### config.mk
export PLATFORM = sky130hd
export DESIGN_NAME = nibble_dram_seq
export DESIGN_NICKNAME = d
export VERILOG_FILES = /design/src/rtl/nds_pkg.sv /design/src/rtl/nds_slot_timer.sv /design/src/rtl/nds_slot_arbiter.sv /design/src/rtl/nds_access_engine.sv /design/src/rtl/nibble_dram_seq.sv
export SDC_FILE = /design/constraint.sdc
export NUM_CORES = 1
export LEC_CHECK = 0
export BUFFER_PORTS_ARGS = -buffer_cell sky130_fd_sc_hd__buf_2
export CAP_MARGIN = 15
export CORE_MARGIN = 2
export CORE_UTILIZATION = 61
export CTS_BUF_LIST = sky130_fd_sc_hd__clkbuf_4 sky130_fd_sc_hd__clkbuf_8
export DETAILED_ROUTE_END_ITERATION = 7
export PLACE_DENSITY = 0.88
export SYNTH_ARGS = -nofsm -noshare
export SYNTH_HDL_FRONTEND = slang
export SYNTH_HIERARCHICAL = 1
export SYNTH_SLANG_ARGS = --single-unit
### constraint.sdc
create_clock -name clk -period 4.05 [get_ports clk]
set_input_delay 0.81 -clock clk [delete_from_list [all_inputs] [get_ports clk]]
set_output_delay 0.81 -clock clk [all_outputs]
set_load 0.03 [all_outputs]
### src/rtl/nds_pkg.sv
package nds_pkg;

    // Who carries the access in a slot
    typedef enum logic [1:0] {
        OWN_NONE = 2'd0,
        OWN_VID  = 2'd1,
        OWN_CPU  = 2'd2
    } owner_e;

    // Bandwidth policy selected by the display side
    typedef enum logic [1:0] {
        BW_CPU_ONLY  = 2'd0,
        BW_SHARED    = 2'd1,
        BW_VIDEO     = 2'd2,
        BW_VIDEO_ALT = 2'd3
    } bw_mode_e;

    // Slot grid: fixed by the strobe protocol, eight cycles per access
    localparam int unsigned PH_W       = 3;
    localparam logic [2:0] PH_FIRST    = 3'd0;
    localparam logic [2:0] PH_LO_TAKE  = 3'd2;
    localparam logic [2:0] PH_COL_SWAP = 3'd3;
    localparam logic [2:0] PH_HI_TAKE  = 3'd5;
    localparam logic [2:0] PH_DECIDE   = 3'd6;
    localparam logic [2:0] PH_LAST     = 3'd7;

    function automatic logic row_strobe_low(input logic [2:0] ph);
        return ph <= PH_HI_TAKE;
    endfunction

    function automatic logic col_strobe_low(input logic [2:0] ph);
        return (ph == 3'd1) || (ph == 3'd2) || (ph == 3'd4) || (ph == 3'd5);
    endfunction

endpackage

### src/rtl/nds_slot_timer.sv
module nds_slot_timer
    import nds_pkg::*;
(
    input  logic            clk,
    input  logic            rst_n,
    output logic [PH_W-1:0] phase_o,
    output logic            par_o
);

    typedef struct packed {
        logic [PH_W-1:0] phase;
        logic            par;
    } tmr_t;

    tmr_t tmr_q, tmr_d;

    always_comb begin
        tmr_d       = tmr_q;
        tmr_d.phase = tmr_q.phase + 3'd1;
        if (tmr_q.phase == PH_LAST) begin
            tmr_d.par = ~tmr_q.par;
        end
    end

    always_ff @(posedge clk) begin
        if (!rst_n) begin
            tmr_q <= '0;
        end else begin
            tmr_q <= tmr_d;
        end
    end

    assign phase_o = tmr_q.phase;
    assign par_o   = tmr_q.par;

    // the slot grid never skips or stalls
    a_r2_phase_wraps: assert property (@(posedge clk) disable iff (!rst_n)
        (tmr_q.phase == PH_LAST) |=> (tmr_q.phase == PH_FIRST));
    a_r2_phase_steps: assert property (@(posedge clk) disable iff (!rst_n)
        (tmr_q.phase != PH_LAST) |=> (tmr_q.phase == $past(tmr_q.phase) + 3'd1));

endmodule

### src/rtl/nds_slot_arbiter.sv
module nds_slot_arbiter
    import nds_pkg::*;
#(
    parameter int BA_W   = 15,
    parameter int BYTE_W = 8
) (
    input  bw_mode_e          mode_i,
    input  logic              disp_active_i,
    input  logic              next_par_i,
    input  logic              cpu_busy_i,
    input  logic              cpu_req_i,
    input  logic              cpu_we_i,
    input  logic [BA_W-1:0]   cpu_addr_i,
    input  logic [BYTE_W-1:0] cpu_wdata_i,
    input  logic [BA_W-1:0]   vid_addr_i,
    output owner_e            owner_o,
    output logic              we_o,
    output logic [BA_W-1:0]   addr_o,
    output logic [BYTE_W-1:0] wdata_o
);

    logic vid_claims;

    always_comb begin
        unique case (mode_i)
            BW_CPU_ONLY:  vid_claims = 1'b0;
            BW_SHARED:    vid_claims = disp_active_i && !next_par_i;
            default:      vid_claims = disp_active_i;
        endcase
    end

    always_comb begin
        owner_o = OWN_NONE;
        we_o    = 1'b0;
        addr_o  = '0;
        wdata_o = '0;
        if (vid_claims) begin
            owner_o = OWN_VID;
            addr_o  = vid_addr_i;
        end else if (cpu_req_i && !cpu_busy_i) begin
            // a request finishing in the current slot is not granted again
            owner_o = OWN_CPU;
            we_o    = cpu_we_i;
            addr_o  = cpu_addr_i;
            wdata_o = cpu_wdata_i;
        end
    end

endmodule

### src/rtl/nds_access_engine.sv
module nds_access_engine
    import nds_pkg::*;
#(
    parameter  int MA_W   = 8,
    parameter  int DQ_W   = 4,
    localparam int BA_W   = 2 * MA_W - 1,
    localparam int BYTE_W = 2 * DQ_W
) (
    input  logic              clk,
    input  logic              rst_n,
    input  logic [PH_W-1:0]   phase_i,
    input  owner_e            arb_owner_i,
    input  logic              arb_we_i,
    input  logic [BA_W-1:0]   arb_addr_i,
    input  logic [BYTE_W-1:0] arb_wdata_i,
    input  logic [DQ_W-1:0]   dq_in_i,
    output logic              cur_is_cpu_o,
    output logic              ras_n_o,
    output logic              cas_n_o,
    output logic              we_n_o,
    output logic [MA_W-1:0]   ma_o,
    output logic [DQ_W-1:0]   dq_out_o,
    output logic              dq_oe_o,
    output logic [BYTE_W-1:0] rd_data_o,
    output logic              vid_valid_o,
    output logic              cpu_ready_o
);

    typedef struct packed {
        owner_e            owner;
        logic              we;
        logic [BA_W-1:0]   addr;
        logic [BYTE_W-1:0] wdata;
    } slot_t;

    typedef struct packed {
        slot_t             cur;
        slot_t             nxt;
        logic              ras_n;
        logic              cas_n;
        logic              we_n;
        logic [MA_W-1:0]   ma;
        logic [DQ_W-1:0]   dq;
        logic              dq_oe;
        logic [DQ_W-1:0]   lo_nib;
        logic [BYTE_W-1:0] rdata;
        logic              vid_valid;
        logic              cpu_ready;
    } eng_t;

    function automatic logic [MA_W-1:0] row_of(input logic [BA_W-1:0] a);
        return a[BA_W-1 -: MA_W];
    endfunction

    function automatic logic [MA_W-1:0] col_of(input logic [BA_W-1:0] a, input logic hi);
        return {a[MA_W-2:0], hi};
    endfunction

    eng_t            eng_q, eng_d;
    logic [PH_W-1:0] ph_next;
    slot_t           drive_slot;
    slot_t           arb_slot;
    logic            drive_act;
    logic            cur_reads;

    always_comb begin
        arb_slot.owner = arb_owner_i;
        arb_slot.we    = arb_we_i;
        arb_slot.addr  = arb_addr_i;
        arb_slot.wdata = arb_wdata_i;
    end

    always_comb begin
        eng_d           = eng_q;
        eng_d.vid_valid = 1'b0;
        eng_d.cpu_ready = 1'b0;

        ph_next    = phase_i + 3'd1;
        // the slot whose pins are driven in the coming cycle
        drive_slot = (phase_i == PH_LAST) ? eng_q.nxt : eng_q.cur;
        drive_act  = (drive_slot.owner != OWN_NONE);
        cur_reads  = (eng_q.cur.owner != OWN_NONE) && !eng_q.cur.we;

        // strobes for the coming cycle
        eng_d.ras_n = !(drive_act && row_strobe_low(ph_next));
        eng_d.cas_n = !(drive_act && col_strobe_low(ph_next));
        eng_d.we_n  = !(drive_act && drive_slot.we && row_strobe_low(ph_next));
        eng_d.dq_oe = drive_act && drive_slot.we && row_strobe_low(ph_next);
        eng_d.dq    = (ph_next < PH_COL_SWAP) ? drive_slot.wdata[DQ_W-1:0]
                                              : drive_slot.wdata[BYTE_W-1:DQ_W];

        // multiplexed address: row a cycle early, then the two columns
        if (ph_next == PH_LAST) begin
            eng_d.ma = (arb_owner_i != OWN_NONE) ? row_of(arb_addr_i) : '0;
        end else if (!drive_act) begin
            eng_d.ma = '0;
        end else if (ph_next == PH_FIRST) begin
            eng_d.ma = row_of(drive_slot.addr);
        end else if (ph_next < PH_COL_SWAP) begin
            eng_d.ma = col_of(drive_slot.addr, 1'b0);
        end else begin
            eng_d.ma = col_of(drive_slot.addr, 1'b1);
        end

        // read capture: low nibble first, high nibble second
        if (phase_i == PH_LO_TAKE && cur_reads) begin
            eng_d.lo_nib = dq_in_i;
        end
        if (phase_i == PH_HI_TAKE && cur_reads) begin
            eng_d.rdata = {dq_in_i, eng_q.lo_nib};
        end

        // ownership pipeline and completion pulses
        if (phase_i == PH_DECIDE) begin
            eng_d.nxt       = arb_slot;
            eng_d.vid_valid = (eng_q.cur.owner == OWN_VID);
            eng_d.cpu_ready = (eng_q.cur.owner == OWN_CPU);
        end
        if (phase_i == PH_LAST) begin
            eng_d.cur       = eng_q.nxt;
            eng_d.nxt       = '0;
            eng_d.nxt.owner = OWN_NONE;
        end
    end

    always_ff @(posedge clk) begin
        if (!rst_n) begin
            eng_q           <= '0;
            eng_q.cur.owner <= OWN_NONE;
            eng_q.nxt.owner <= OWN_NONE;
            eng_q.ras_n     <= 1'b1;
            eng_q.cas_n     <= 1'b1;
            eng_q.we_n      <= 1'b1;
        end else begin
            eng_q <= eng_d;
        end
    end

    assign cur_is_cpu_o = (eng_q.cur.owner == OWN_CPU);
    assign ras_n_o      = eng_q.ras_n;
    assign cas_n_o      = eng_q.cas_n;
    assign we_n_o       = eng_q.we_n;
    assign ma_o         = eng_q.ma;
    assign dq_out_o     = eng_q.dq;
    assign dq_oe_o      = eng_q.dq_oe;
    assign rd_data_o    = eng_q.rdata;
    assign vid_valid_o  = eng_q.vid_valid;
    assign cpu_ready_o  = eng_q.cpu_ready;

    // column strobes only under an open row
    a_r2_cas_under_ras: assert property (@(posedge clk) disable iff (!rst_n)
        !eng_q.cas_n |-> !eng_q.ras_n);
    // the row opens only at the start of the slot grid
    a_r2_ras_falls_at_slot_start: assert property (@(posedge clk) disable iff (!rst_n)
        $fell(eng_q.ras_n) |-> (phase_i == PH_FIRST));
    // the row address does not move across the row strobe fall
    a_r3_row_held: assert property (@(posedge clk) disable iff (!rst_n)
        $fell(eng_q.ras_n) |-> $stable(eng_q.ma));
    // write strobe only inside an open row
    a_r5_we_under_ras: assert property (@(posedge clk) disable iff (!rst_n)
        !eng_q.we_n |-> !eng_q.ras_n);
    // completion pulses are exclusive, single-cycle, and at the slot end
    a_r6_pulses_exclusive: assert property (@(posedge clk) disable iff (!rst_n)
        $onehot0({eng_q.vid_valid, eng_q.cpu_ready}));
    a_r6_pulse_at_last_cycle: assert property (@(posedge clk) disable iff (!rst_n)
        (eng_q.vid_valid || eng_q.cpu_ready) |-> (phase_i == PH_LAST));
    a_r6_vid_single_cycle: assert property (@(posedge clk) disable iff (!rst_n)
        eng_q.vid_valid |=> !eng_q.vid_valid);

endmodule

### src/rtl/nibble_dram_seq.sv
module nibble_dram_seq
    import nds_pkg::*;
#(
    parameter  int MA_W   = 8,
    parameter  int DQ_W   = 4,
    localparam int BA_W   = 2 * MA_W - 1,
    localparam int BYTE_W = 2 * DQ_W
) (
    input  logic              clk,
    input  logic              rst_n,
    input  logic [1:0]        bw_mode,
    input  logic              disp_active,
    input  logic [BA_W-1:0]   vid_addr,
    input  logic              cpu_req,
    input  logic              cpu_we,
    input  logic [BA_W-1:0]   cpu_addr,
    input  logic [BYTE_W-1:0] cpu_wdata,
    input  logic [DQ_W-1:0]   dram_dq_in,
    output logic              dram_ras_n,
    output logic              dram_cas_n,
    output logic              dram_we_n,
    output logic [MA_W-1:0]   dram_ma,
    output logic [DQ_W-1:0]   dram_dq_out,
    output logic              dram_dq_oe,
    output logic [BYTE_W-1:0] rd_data,
    output logic              vid_valid,
    output logic              cpu_ready,
    output logic              cpu_wait
);

    logic [PH_W-1:0]   phase;
    logic              par;
    logic              cur_is_cpu;
    owner_e            arb_owner;
    logic              arb_we;
    logic [BA_W-1:0]   arb_addr;
    logic [BYTE_W-1:0] arb_wdata;

    nds_slot_timer u_timer (
        .clk     (clk),
        .rst_n   (rst_n),
        .phase_o (phase),
        .par_o   (par)
    );

    nds_slot_arbiter #(
        .BA_W   (BA_W),
        .BYTE_W (BYTE_W)
    ) u_arbiter (
        .mode_i        (bw_mode_e'(bw_mode)),
        .disp_active_i (disp_active),
        .next_par_i    (~par),
        .cpu_busy_i    (cur_is_cpu),
        .cpu_req_i     (cpu_req),
        .cpu_we_i      (cpu_we),
        .cpu_addr_i    (cpu_addr),
        .cpu_wdata_i   (cpu_wdata),
        .vid_addr_i    (vid_addr),
        .owner_o       (arb_owner),
        .we_o          (arb_we),
        .addr_o        (arb_addr),
        .wdata_o       (arb_wdata)
    );

    nds_access_engine #(
        .MA_W (MA_W),
        .DQ_W (DQ_W)
    ) u_engine (
        .clk          (clk),
        .rst_n        (rst_n),
        .phase_i      (phase),
        .arb_owner_i  (arb_owner),
        .arb_we_i     (arb_we),
        .arb_addr_i   (arb_addr),
        .arb_wdata_i  (arb_wdata),
        .dq_in_i      (dram_dq_in),
        .cur_is_cpu_o (cur_is_cpu),
        .ras_n_o      (dram_ras_n),
        .cas_n_o      (dram_cas_n),
        .we_n_o       (dram_we_n),
        .ma_o         (dram_ma),
        .dq_out_o     (dram_dq_out),
        .dq_oe_o      (dram_dq_oe),
        .rd_data_o    (rd_data),
        .vid_valid_o  (vid_valid),
        .cpu_ready_o  (cpu_ready)
    );

    assign cpu_wait = cpu_req && !cpu_ready;

    // a CPU completion only closes a slot granted to the CPU
    a_r8_ready_from_cpu_slot: assert property (@(posedge clk) disable iff (!rst_n)
        cpu_ready |-> $past(cur_is_cpu));

endmodule

### After elaboration in Yosys (flattened, before gate mapping)

Cells that the tools add are included.
W data, S select, Z words.

* register bits after elaboration: 86
* latch bits: 0
* bits in writable memories: 0
* bits in read-only memories: 0
* output and inout port bits: 27
* word-level logic and storage cells: 79
* memories kept: 0

* $add $sub $neg: 1
* multiply operators: 0
* divide/modulo/power cells: 0
* magnitude comparators: 2
* equal/unequal tests: 12
* shifts and indexed selects: 0
* muxes and demuxes: 16
* bitwise operators: 2
* reductions and logical operators: 26

Operators by type and width (number)
* $mux W8: 6
* $mux W15: 2
* $mux W26: 1
* $eq A3 B3 Y1 const B: 6
* $logic_and A1 B1 Y1: 10
* $eq A3 B2 Y1 const B: 2
* $logic_not A1 Y1: 6
* $reduce_bool A2 Y1: 3
* $eq A2 B1 Y1 const B: 2
* $mux W2: 2
* $mux W4: 1
* $add A3 B1 Y3 const B: 1
* $eq A3 B1 Y1 const B: 1
* $le A3 B3 Y1 const B: 1
* $logic_not A3 Y1: 1
* $logic_or A1 B1 Y1: 3
* $lt A3 B2 Y1 const B: 1
* $mux W1: 3
* $eq A2 B2 Y1 const B: 1
* $logic_not A2 Y1: 1
* $not A1 Y1: 2
* $pmux W1 S2: 1
* $reduce_and A2 Y1: 1
* $reduce_or A2 Y1: 1

### Depth between registers and ports, before layout

Gate-level depths: netlist of the first run.

* depth in word-level cells: 8
* depth in mapped cells: 9
* mapped depth without buffers: 7

### Cells and area by module

The synthesis of the first run kept the hierarchy.

By module, submodules not included
* nds_access_engine: instances 1, cells an instance 330, area each 3050.4 um^2
* nds_slot_arbiter: instances 1, cells an instance 64, area each 407.9 um^2
* nds_slot_timer: instances 1, cells an instance 11, area each 138.9 um^2
* nibble_dram_seq: instances 1, cells an instance 2, area each 17.5 um^2

### Worst setup path after synthesis of the first run

No wires, ideal clock.

* kind: input to register
* start point: in bw_mode[0]
* end point: reg u_engine.eng_q (netlist bit u_engine/ma_o[0])
* data arrival time: 1.915 ns
* required time: 3.933 ns
* path slack: 2.018 ns
* stages on the path: 8
* cell sequence: nor2b_4 > o21ai_4 > buf_6 > inv_1 > buf_4 > o21ai_0 > nor2_1 > a22o_1

* longest elaborated chain between the ends: 6
* elaborated cells on any way between the ends: 8
* those cells by class: 1 x eq/ne; 5 x mux; 2 x reduce/logical

Ends and longest elaborated chain
* start, declared: line nibble_dram_seq.sv:11 `input logic [1:0] bw_mode,`
* $eq A2 B1 Y1 / $logic_not A2 Y1 (equally long branches): line nds_slot_arbiter.sv:25 `unique case (mode_i)`
* $pmux W1 S2 *: line nds_slot_arbiter.sv:25
* via u_arbiter.vid_claims: line nds_slot_arbiter.sv:22 `logic vid_claims;`
* $mux W2 *: line nds_slot_arbiter.sv:37 `if (vid_claims) begin`
* via arb_owner[0]: line nibble_dram_seq.sv:34 `owner_e arb_owner;`
* $reduce_bool A2 Y1 *: line nds_access_engine.sv:94 `eng_d.ma = (arb_owner_i != OWN_NONE) ? row_of(arb_addr_i) : '0;`
* $mux W8 *: line nds_access_engine.sv:94
* $mux W8 *: line nds_access_engine.sv:93 `if (ph_next == PH_LAST) begin`
* end signal, assigned: line nds_access_engine.sv:135 `eng_q <= eng_d;`
* end, declared: line nds_access_engine.sv:59 `eng_t eng_q, eng_d;`

The timed path passes the listed nets; every way through them passes the cells marked *.
A chain may end at the register's enable or synchronous reset.

### Final worst setup path of the first run

* start point: reg u_timer.tmr_q (netlist bit u_timer/phase_o[0])
* end point: reg u_engine.eng_q (netlist bit u_engine/ma_o[6])

* longest elaborated chain between the ends: 5
* elaborated cells on any way between the ends: 9
* those cells by class: 1 x add/sub; 2 x eq/ne; 4 x mux; 2 x reduce/logical

Ends and longest elaborated chain
* start, declared: line nds_slot_timer.sv:15 `tmr_t tmr_q, tmr_d;`
* start signal, assigned: line nds_slot_timer.sv:29 `tmr_q <= tmr_d;`
* $add A3 B1 Y3 / $eq A3 B3 Y1 (equally long branches): line nds_access_engine.sv:78, nds_access_engine.sv:80
* $logic_not A3 Y1 / $mux W26 (equally long branches): line nds_access_engine.sv:97, nds_access_engine.sv:80
* $mux W8 / $reduce_bool A2 Y1 (equally long branches): line nds_access_engine.sv:97, nds_access_engine.sv:81
* $mux W8: line nds_access_engine.sv:95 `end else if (!drive_act) begin`
* $mux W8 *: line nds_access_engine.sv:93

Every way passes the cells marked *; elsewhere a longest branch is shown, timed or not.

==> results of run 1 <==
per-stage QoR:
stage | cells | utilization [%] | setup WS [ns]
final | 531 | 68.8 | 1.60
after floorplan | 407 | - | 2.02
after CTS | 531 | 68.8 | 1.61
after global routing | 531 | 68.8 | 1.40
after detailed placement | 515 | 65.3 | 1.38
after global placement | 515 | 65.3 | 1.45
path summary, 6_finish.rpt:
path,to,slack (ns),depth (start not counted)
setup reg to reg,u_engine/ma_o[6],1.60,5
setup / recovery,u_engine/ma_o[6],1.60,5
hold reg to reg,u_engine/eng_q[45],0.45,2
hold / removal,u_engine/eng_q[45],0.45,2
layout make-up:
type,count,area (sq um)
Inverter,20,75.1
Multi-Input combinational cell,264,1670
Clock buffer,12,159
Clock inverter,4,45.0
Timing Repair Buffer,78,398
Tap cell,75,93.8
Sequential cell,78,1560
Fill cell,461,1810
registers in the layout (all words and copies together) (netlist names), 3 cells and up:
signal              flops
u_engine/rd_data_o      8
u_engine/ma_o           8
u_timer/phase_o         3
u_engine/eng_q         48
u_engine/dq_out_o       4
cell usage in the layout, fill, tap and decap left out, drive strengths merged:
cell type    n
nand2      108
dfxtp       78
buf         78
mux2i       38
a21oi       26
inv         20
and3        14
nor2b       14
clkbuf      12
nand2b      10
o21ai        8
a21boi       7
a32o         7
ha           7
and2         5
or3b         4
clkinv       3
and2b        3
nor2         3
o211ai       3
bufinv       1
nor3         1
o311a        1
a22o         1
nor4b        1
o211a        1
and4b        1
xor2         1
critical path, cell delays in order, from the launching register on:
cell	delay, ns
dfxtp_1	0.47
ha_1	0.20
ha_1	0.73
nand2b_4	0.50
o21ai_4	0.16
a32o_1	0.28
cells by family after synthesis:
kind of cell	synth area share, %
buf+inv	10.6
compound gates	10.3
xor+xnor	0.242
mux	10.5
simple gates	22.7
fa+ha+maj	2.42
flops	43.2
layer usage:
metal | up-vias | GRT usage, % | wire, microns
met5 | - | 0 | 0
met4 | 0 | 9.15 | 80
met3 | 8 | 5.33 | 441
met2 | 90 | 36.3 | 3340
met1 | 1296 | 28.6 | 3190
li1 | 1406 | - | -
power breakdown:
part	internal (mW)	total, mW	switching [mW]
combinational	0.0571	0.131	0.0742
clock	0.322	0.590	0.268
sequential	0.775	0.781	0.00651
==> flow_summary_export.csv, run 1 <==
group,metric,value,unit
power_and_ir_drop,power_density,376,nW/um^2
sta,rsz0062_at_grt,"false",
routing,dr.pass1.iters,4,
sta,slew_headroom,31.2,%
critical_path,cp-start-kind,"flip-flop",
grt,overflow,0,
logic_synthesis,synth_top_area_cell,"dfxtp_1",
floorplan,die_height,81.0,microns
sta,fin_skew,0.00690,ns
sta,hold_viol,0,
place,port_buffers,75,
cts,cts_tree,"yes",
floorplan,core_area,5820,sq um
final_layout,drive_above_1_share,22.8,%
routing,wl,7.04,mm
floorplan,start_util,62.2,%
logic_synthesis,yosys_register_bits,78,
cts,post_cts_buffers,0,
critical_path,reg2reg_from,"u_timer/phase_o[0]",
logic_synthesis,synth_area,3610,sq um
routing,antenna_left,0,
logic_synthesis,syn_avg_cell_area,8.88,sq um
grt,grt_util_all_layers,22.3,%
logic_synthesis,ys.flop_type,"dfxtp_1",
place,routabilityCongestion,0.796,
critical_path,critPathLaunch,"u_timer/phase_o[0]",
critical_path,critPathMaxFanout,27,
floorplan,die-width,81.0,microns
cts,ctsHoldBuffers,0,
cts,cts-resized-gates,0,
power_and_ir_drop,power,1.50,mW
logic_synthesis,synth-edff-count,0,
sta,fmax,0.408,GHz
place,dp_hpwl,4.74,mm
cts,clk_pin_slew,0.08,ns
logic_synthesis,synthCells,407,
logic_synthesis,synth_top_area_share,43.2,%
sta,setup_total_negative_slack,0,ns
outcome,status,"completed",
logic_synthesis,yosysSeqAreaShare,43.2,%
floorplan,rows,28,
critical_path,critPathKind,"reg2reg",
logic_synthesis,synthTopCellsByArea,"dfxtp_1, nand2_1, mux2i_1, buf_4, a21oi_1",
critical_path,cp-end-kind,"flip-flop",
cts,clock_latency,0.35,ns
routing,vias,2800,
final_layout,area_growth,10.7,%
min_path,worstHoldStart,"u_engine/eng_q[45]",
logic_synthesis,yosys-top-cells-count,"nand2_1, dfxtp_1, mux2i_1, a21oi_1, buf_4",
sta,post-route-min-period,2.45,ns
floorplan,dieArea,6560,sq um
place,place_area,3800,sq um
final_layout,design_area,4000,sq um
floorplan,num_io_pins,76,
cts,cts_sinks,78,
logic_synthesis,synth_most_common_cell,"nand2_1",
power_and_ir_drop,p_leak,1.83,nW
routing,drt-initial-drc-count,163,
sta,timing.final.max_slew_violations,0,
cts,clock_path_buffers,2,
critical_path,required,4.29,ns
grt,antenna_found_initial,0,
cts,htree_levels,3,
run,cap_violations,0,
logic_synthesis,synthArstFlopShare,0,%
cts,cts-root-buf,"clkbuf_8",
min_path,worstHoldPathType,"reg2reg",
logic_synthesis,synth_cell_type_count,34,
logic_synthesis,ys_warn_count,6,
sta,whs,0.452,ns
sta,period_share,60.5,%
sta,setup-violations-final,0,
routing,drc,0,
grt,grt_max_degree,48,
power_and_ir_drop,vdd_ir_drop_max,0.228,mV
final_layout,antenna_cells,0,
critical_path,worstPathArrival,2.69,ns
routing,wl_per_cell,13.3,microns
cts,numCtsBuffers,9,
sta,worstMarginPinSlew,1.03,ns
grt,grt_pass1_vias,2498,
logic_synthesis,synth_nets,463,
grt,grt_pass1_wl,11.2,mm
final_layout,fin_nets,507,
routing,via_per_inst,5.27,
(Power assumes the default switching activity.)
==> run 2: changes to the inputs <==
- ABC_AREA: unset -> 1
- CORE_UTILIZATION: 61 -> 51
- PLACE_DENSITY: 0.88 -> 0.78
- clock period: 4.05 -> 2.2 ns (I/O delays scaled with it)
==> flow_summary_export.csv, run 2 <==
group,metric,value,unit
final_layout,antenna_cells,0,
logic_synthesis,synthArstFlopShare,0,%
power_and_ir_drop,internal_power,2.01,mW
routing,antenna_left,0,
floorplan,rows,31,
grt,overflow,0,
routing,drc,0,
min_path,worstHoldStart,"dram_dq_in[0]",
logic_synthesis,synth_area,3700,sq um
critical_path,critical_path.max_stage_delay,0.40,ns
logic_synthesis,syn_avg_cell_area,6.93,sq um
logic_synthesis,synth_cell_type_count,25,
critical_path,cp-start-kind,"flip-flop",
logic_synthesis,yosysSeqAreaShare,42.2,%
floorplan,dieArea,7960,sq um
sta,rsz0062_at_grt,"false",
power_and_ir_drop,combPwrFrac,10.6,%
logic_synthesis,synth_mux_area_share,0,%
critical_path,crit_chain,"inv_1, inv_1, nand2_2, nand2_4, nand2_8, inv_4, nor2_1, nor2_1, nand2_1, a21oi_1",
min_path,worstHoldPathType,"in2reg",
final_layout,drive_above_1_share,20.5,%
grt,grt_pass1_vias,2707,
final_layout,layout_common_cells,"nand2_1, nor2_1, dfxtp_1",
logic_synthesis,synth-simple-area-share,30.8,%
sta,slew_headroom,58.6,%
final_layout,final_common_cell,"nand2_1",
routing,routed.top_layer,"met4",
critical_path,cp_num_buf_inv,3,
floorplan,die-width,89.2,microns
routing,via_per_inst,4.63,
critical_path,critPathMaxFanout,16,
logic_synthesis,yosys.area_share.adder,2.37,%
place,port_buffers,75,
grt,antenna_found_initial,0,
power_and_ir_drop,vdd_ir_drop_max,0.243,mV
final_layout,largest_reg_flops,48,
sta,worstMarginPinSlew,0.621,ns
cts,clock_latency,0.34,ns
critical_path,critPathLaunch,"u_timer/par_o",
place,place_area,3910,sq um
logic_synthesis,synth_most_common_cell,"nand2_1",
outcome,status,"completed",
routing,vias,3159,
power_and_ir_drop,power.switching,0.669,mW
run,cap_violations,0,
power_and_ir_drop,power_density,653,nW/um^2
critical_path,required,2.46,ns
floorplan,die_height,89.2,microns
critical_path,cp_slowest_cell,"nor2_1",
routing,wl_met2,3.20,mm
sta,hold_viol,0,
sta,setup-violations-final,0,
power_and_ir_drop,p_seq_share,54.0,%
logic_synthesis,yosys_register_bits,78,
critical_path,cp-end-kind,"flip-flop",
logic_synthesis,ys.flop_type,"dfxtp_1",
floorplan,core_area,7140,sq um
logic_synthesis,synthTopCellsByArea,"dfxtp_1, nand2_1, nor2_1, buf_4, inv_1",
final_layout,fin_nets,636,
critical_path,worstPathArrival,2.14,ns
logic_synthesis,yosys-top-cells-count,"nand2_1, nor2_1, dfxtp_1, inv_1, a21oi_1",
cts,cts_sinks,78,
sta,whs,0.414,ns
cts,cts_tree,"yes",
final_layout,design_area,4100,sq um
logic_synthesis,synth_compound_area_share,10.1,%
cts,htree_levels,3,
power_and_ir_drop,p_leak,1.95,nW
routing,wl,7.21,mm
grt,grt_max_degree,27,
cts,numCtsBuffers,9,
logic_synthesis,synthCells,534,
sta,fin_skew,0.00804,ns
sta,period_share,85.4,%
cts,cts-root-buf,"clkbuf_8",
cts,clock_path_buffers,2,
final_layout,regMostFlops,"u_engine/eng_q",
place,dp_hpwl,5.38,mm
logic_synthesis,synth_top_area_cell,"dfxtp_1",
critical_path,critPathKind,"reg2reg",
cts,ctsHoldBuffers,0,
power_and_ir_drop,clkPwrFrac,35.4,%
grt,grt_util_all_layers,19.6,%
final_layout,area_growth,10.7,%
critical_path,cpLargestDelayFamily,"simple AND/OR/NAND/NOR gates",
routing,drt-initial-drc-count,167,
power_and_ir_drop,power,2.68,mW
logic_synthesis,synth_top_area_share,42.2,%
floorplan,num_io_pins,76,
power_and_ir_drop,swShare,25.0,%
logic_synthesis,synth-edff-count,0,
routing,dr.pass1.iters,5,
sta,fmax,0.532,GHz
logic_synthesis,ys_warn_count,6,
logic_synthesis,synth_top_family_by_area,"simple AND/OR/NAND/NOR gates",
logic_synthesis,synth-xor-area-share,0,%
floorplan,start_util,51.9,%
cts,clk_pin_slew,0.08,ns
cts,post_cts_buffers,0,
grt,grt_pass1_wl,12.1,mm
sta,post-route-min-period,1.88,ns
routing,wl_per_cell,10.6,microns
sta,setup_total_negative_slack,0,ns
routing,wl_met1,3.53,mm
logic_synthesis,synth_nets,590,
routing,wl_met3,376,microns
sta,timing.final.max_slew_violations,0,
critical_path,reg2reg_from,"u_timer/par_o",
place,routabilityCongestion,0.838,
-- run 2: routing by layer --
metal / GRT usage, % / vias to the layer above
met5: 0 / -
met4: 8.14 / 0
met3: 4.34 / 10
met2: 29.8 / 81
met1: 26.9 / 1357
li1: - / 1711
-- run 2: worst reg2reg max path: stages, from the launching register on --
cell	delay, ns
dfxtp_1	0.36
inv_1	0.05
inv_1	0.06
nand2_2	0.06
nand2_4	0.18
nand2_8	0.14
inv_4	0.18
nor2_1	0.08
nor2_1	0.40
nand2_1	0.10
a21oi_1	0.19
-- run 2: logic make-up (layout without fill, tap and decap cells) --
group                      count (synthesis)  after routing
AOI/OAI and AO/OA                         74             74
adders and majority gates                  7              7
buffers and inverters                    100            150
DFF                                       78             78
and+or+nand+nor                          275            275
-- run 2: timing repair --
item | CTS | global route
gates resized for setup | 0 | 1
setup endpoints to repair | 0 | 2
hold endpoints to repair | 0 | 0
-- run 2: final timing paths --
| path | endpoint | slack [ns] | depth (start not counted) |
|---|---|---|---|
| min reg2reg | u_engine/eng_q[53] | 0.47 | 2 |
| max | u_engine/ma_o[1] | 0.32 | 10 |
| max reg2reg | u_engine/ma_o[1] | 0.32 | 10 |
| min | u_engine/rd_data_o[4] | 0.41 | 5 |
-- run 2: cell type report --
type                    count  area [sq um]
clock inverters             3          20.0
well taps                  99           124
clock buffers              12           159
fillers                   745          3040
flip-flops and latches     78          1560
repair buffers             81           420
inverters                  54           208
multi-input cells         356          1610
-- run 2: power groups by stage --
stage               Combinational (mW)  Clock (mW)  Sequential [mW]
floorplan                        0.212           0             1.48
global placement                 0.276           0             1.48
detailed placement               0.282           0             1.48
CTS                              0.283       0.976             1.45
global route                     0.323        1.05             1.45
finish                           0.283       0.949             1.45
-- run 2: metrics by stage --
step           setup slack (ns)  util, %  instances
6_report                  0.321     57.4        683
3_3_place_gp              0.315     54.8        668
4_1_cts                   0.223     57.3        683
5_1_grt                   0.165     57.4        683
3_5_place_dp              0.276     54.8        668
2_1_floorplan             0.603        -        534
==> run 3: changes to the inputs <==
- CORE_ASPECT_RATIO: unset -> 1.75
==> flow_summary_export.csv, run 3 (synthesized netlist as in run 2, its figures left out) <==
group,metric,value,unit
cts,clock_path_buffers,2,
sta,hold_viol,0,
place,routabilityCongestion,0.801,
routing,vias,3167,
critical_path,worstPathArrival,2.17,ns
critical_path,critPathKind,"reg2reg",
critical_path,cp-end-kind,"flip-flop",
place,dp_hpwl,5.28,mm
final_layout,nFillCells,706,
floorplan,die-width,68.4,microns
min_path,worstHoldStart,"dram_dq_in[0]",
routing,via_per_inst,4.72,
power_and_ir_drop,combPwrFrac,10.2,%
power_and_ir_drop,power,2.78,mW
sta,slew_headroom,60.2,%
sta,post-route-min-period,1.94,ns
routing,wl,7.10,mm
power_and_ir_drop,swShare,23.2,%
floorplan,rows,41,
grt,grt_util_all_layers,19.1,%
final_layout,drive_above_1_share,20.7,%
min_path,worstHoldPathType,"in2reg",
power_and_ir_drop,vdd_ir_drop_max,0.290,mV
final_layout,layout_common_cells,"nand2_1, nor2_1, dfxtp_1",
critical_path,critPathMaxFanout,11,
power_and_ir_drop,clkPwrFrac,37.8,%
routing,wl_per_cell,10.6,microns
routing,drt-initial-drc-count,93,
sta,setup_total_negative_slack,0,ns
grt,overflow,0,
routing,dr.pass1.iters,4,
final_layout,largest_reg_flops,48,
critical_path,required,2.43,ns
min_path,hold_path_end,"u_engine/rd_data_o[4]",
final_layout,final_common_cell,"nand2_1",
final_layout,regMostFlops,"u_engine/eng_q",
sta,period_share,88.1,%
grt,grt_pass1_wl,11.7,mm
critical_path,reg2reg_from,"u_timer/phase_o[0]",
cts,cts_tree,"yes",
grt,antenna_found_initial,0,
grt,grt_pass1_vias,2763,
cts,clk_pin_slew,0.07,ns
floorplan,num_io_pins,76,
power_and_ir_drop,power.switching,0.644,mW
power_and_ir_drop,power_density,678,nW/um^2
routing,antenna_left,0,
sta,setup-violations-final,0,
floorplan,die_height,117,microns
cts,cts_sinks,78,
sta,rsz0062_at_grt,"false",
critical_path,reg2reg_depth,9,
cts,numCtsBuffers,9,
sta,timing.final.max_slew_violations,0,
critical_path,r2r_setup_slack,0.26,ns
sta,worstMarginPinSlew,0.596,ns
cts,cts-root-buf,"clkbuf_8",
final_layout,fin_nets,636,
sta,fmax,0.516,GHz
floorplan,core_area,7130,sq um
outcome,status,"completed",
grt,grt_max_degree,34,
floorplan,start_util,51.9,%
floorplan,dieArea,7980,sq um
place,port_buffers,75,
power_and_ir_drop,p_leak,1.97,nW
routing,drc,0,
final_layout,area_growth,10.8,%
critical_path,cp-start-kind,"flip-flop",
critical_path,r2r_end,"u_engine/we_n_o",
sta,fin_skew,0.00762,ns
power_and_ir_drop,p_seq_share,52.0,%
cts,ctsHoldBuffers,0,
cts,htree_levels,3,
run,cap_violations,0,
final_layout,antenna_cells,0,
power_and_ir_drop,internal_power,2.14,mW
min_path,hold_path_depth,5,
cts,clock_latency,0.34,ns
run 3: cell count changes in the layout (fill, tap and decap cells not counted), sizes merged:
cell      before  now
bufinv         0    1
clkbuf        12   15
clkinv         2    1
clkinvlp       2    0
run 3: through the flow:
stage          cells  utilization (%)  setup WS, ns  hold slack (ns)  cell area, sq um
2_1_floorplan    534                -         0.603            0.422              3700
3_3_place_gp     655             54.7         0.246            0.441              3900
3_5_place_dp     655             54.7         0.173            0.451              3900
4_1_cts          671             57.4         0.155            0.414              4100
5_1_grt          671             57.5        0.0844            0.442              4100
6_report         671             57.5         0.261            0.424              4100
run 3: power groups by stage:
stage	clock network, mW	registers [mW]	logic, mW
finish	1.05	1.45	0.283
global route	1.13	1.45	0.324
CTS	1.09	1.45	0.284
detailed placement	0	1.48	0.281
global placement	0	1.48	0.276
floorplan	0	1.48	0.212
run 3: final cells by class:
type                            instances  area, sq um  share of cell area (%)
Clock inverter                          1         30.0                   0.732
Tap cell                               86          108                    2.62
Clock buffer                           15          169                    4.12
Timing Repair Buffer                   81          420                    10.3
Inverter                               54          208                    5.06
Sequential cell                        78         1560                    38.1
Multi-Input combinational cell        356         1610                    39.1
run 3: what timing repair did:
action / 4_1_cts / 5_1_grt
endpoints found under the hold margin: 0 / 0
resized for setup: 0 / 1
setup buffers: 0 / 0
setup endpoints to repair: 0 / 4
run 3: critical path, stage by stage (launching register included):
cell and delay [ns]:
dfxtp_1 0.44, ha_1 0.20, ha_1 0.44, inv_4 0.11, nand2_1 0.09, nand2_1 0.08
nand2_2 0.17, nand3_1 0.11, nor2_1 0.13, inv_1 0.05
run 3: routing by layer:
layer	global-route usage, %	vias to the layer above	wire length (microns)
met5	0	-	0
li1	-	1714	-
met2	34.4	72	3600
met4	8.13	0	127
met1	20.4	1369	3050
met3	4.62	12	326
run 3: worst max path at each step:
stage | startpoint | endpoint | slack [ns] | cells past startpoint
after floorplan | disp_active | u_engine/ma_o[1] | 0.60 | 9
after global placement | u_timer/phase_o[0] | u_engine/eng_q[53] | 0.25 | 5
after detailed placement | u_timer/phase_o[0] | u_engine/eng_q[54] | 0.17 | 5
after CTS | u_timer/phase_o[0] | u_engine/eng_q[45] | 0.15 | 5
after global routing | u_timer/phase_o[0] | u_engine/ras_n_o | 0.08 | 9
final | u_timer/phase_o[0] | u_engine/we_n_o | 0.26 | 9
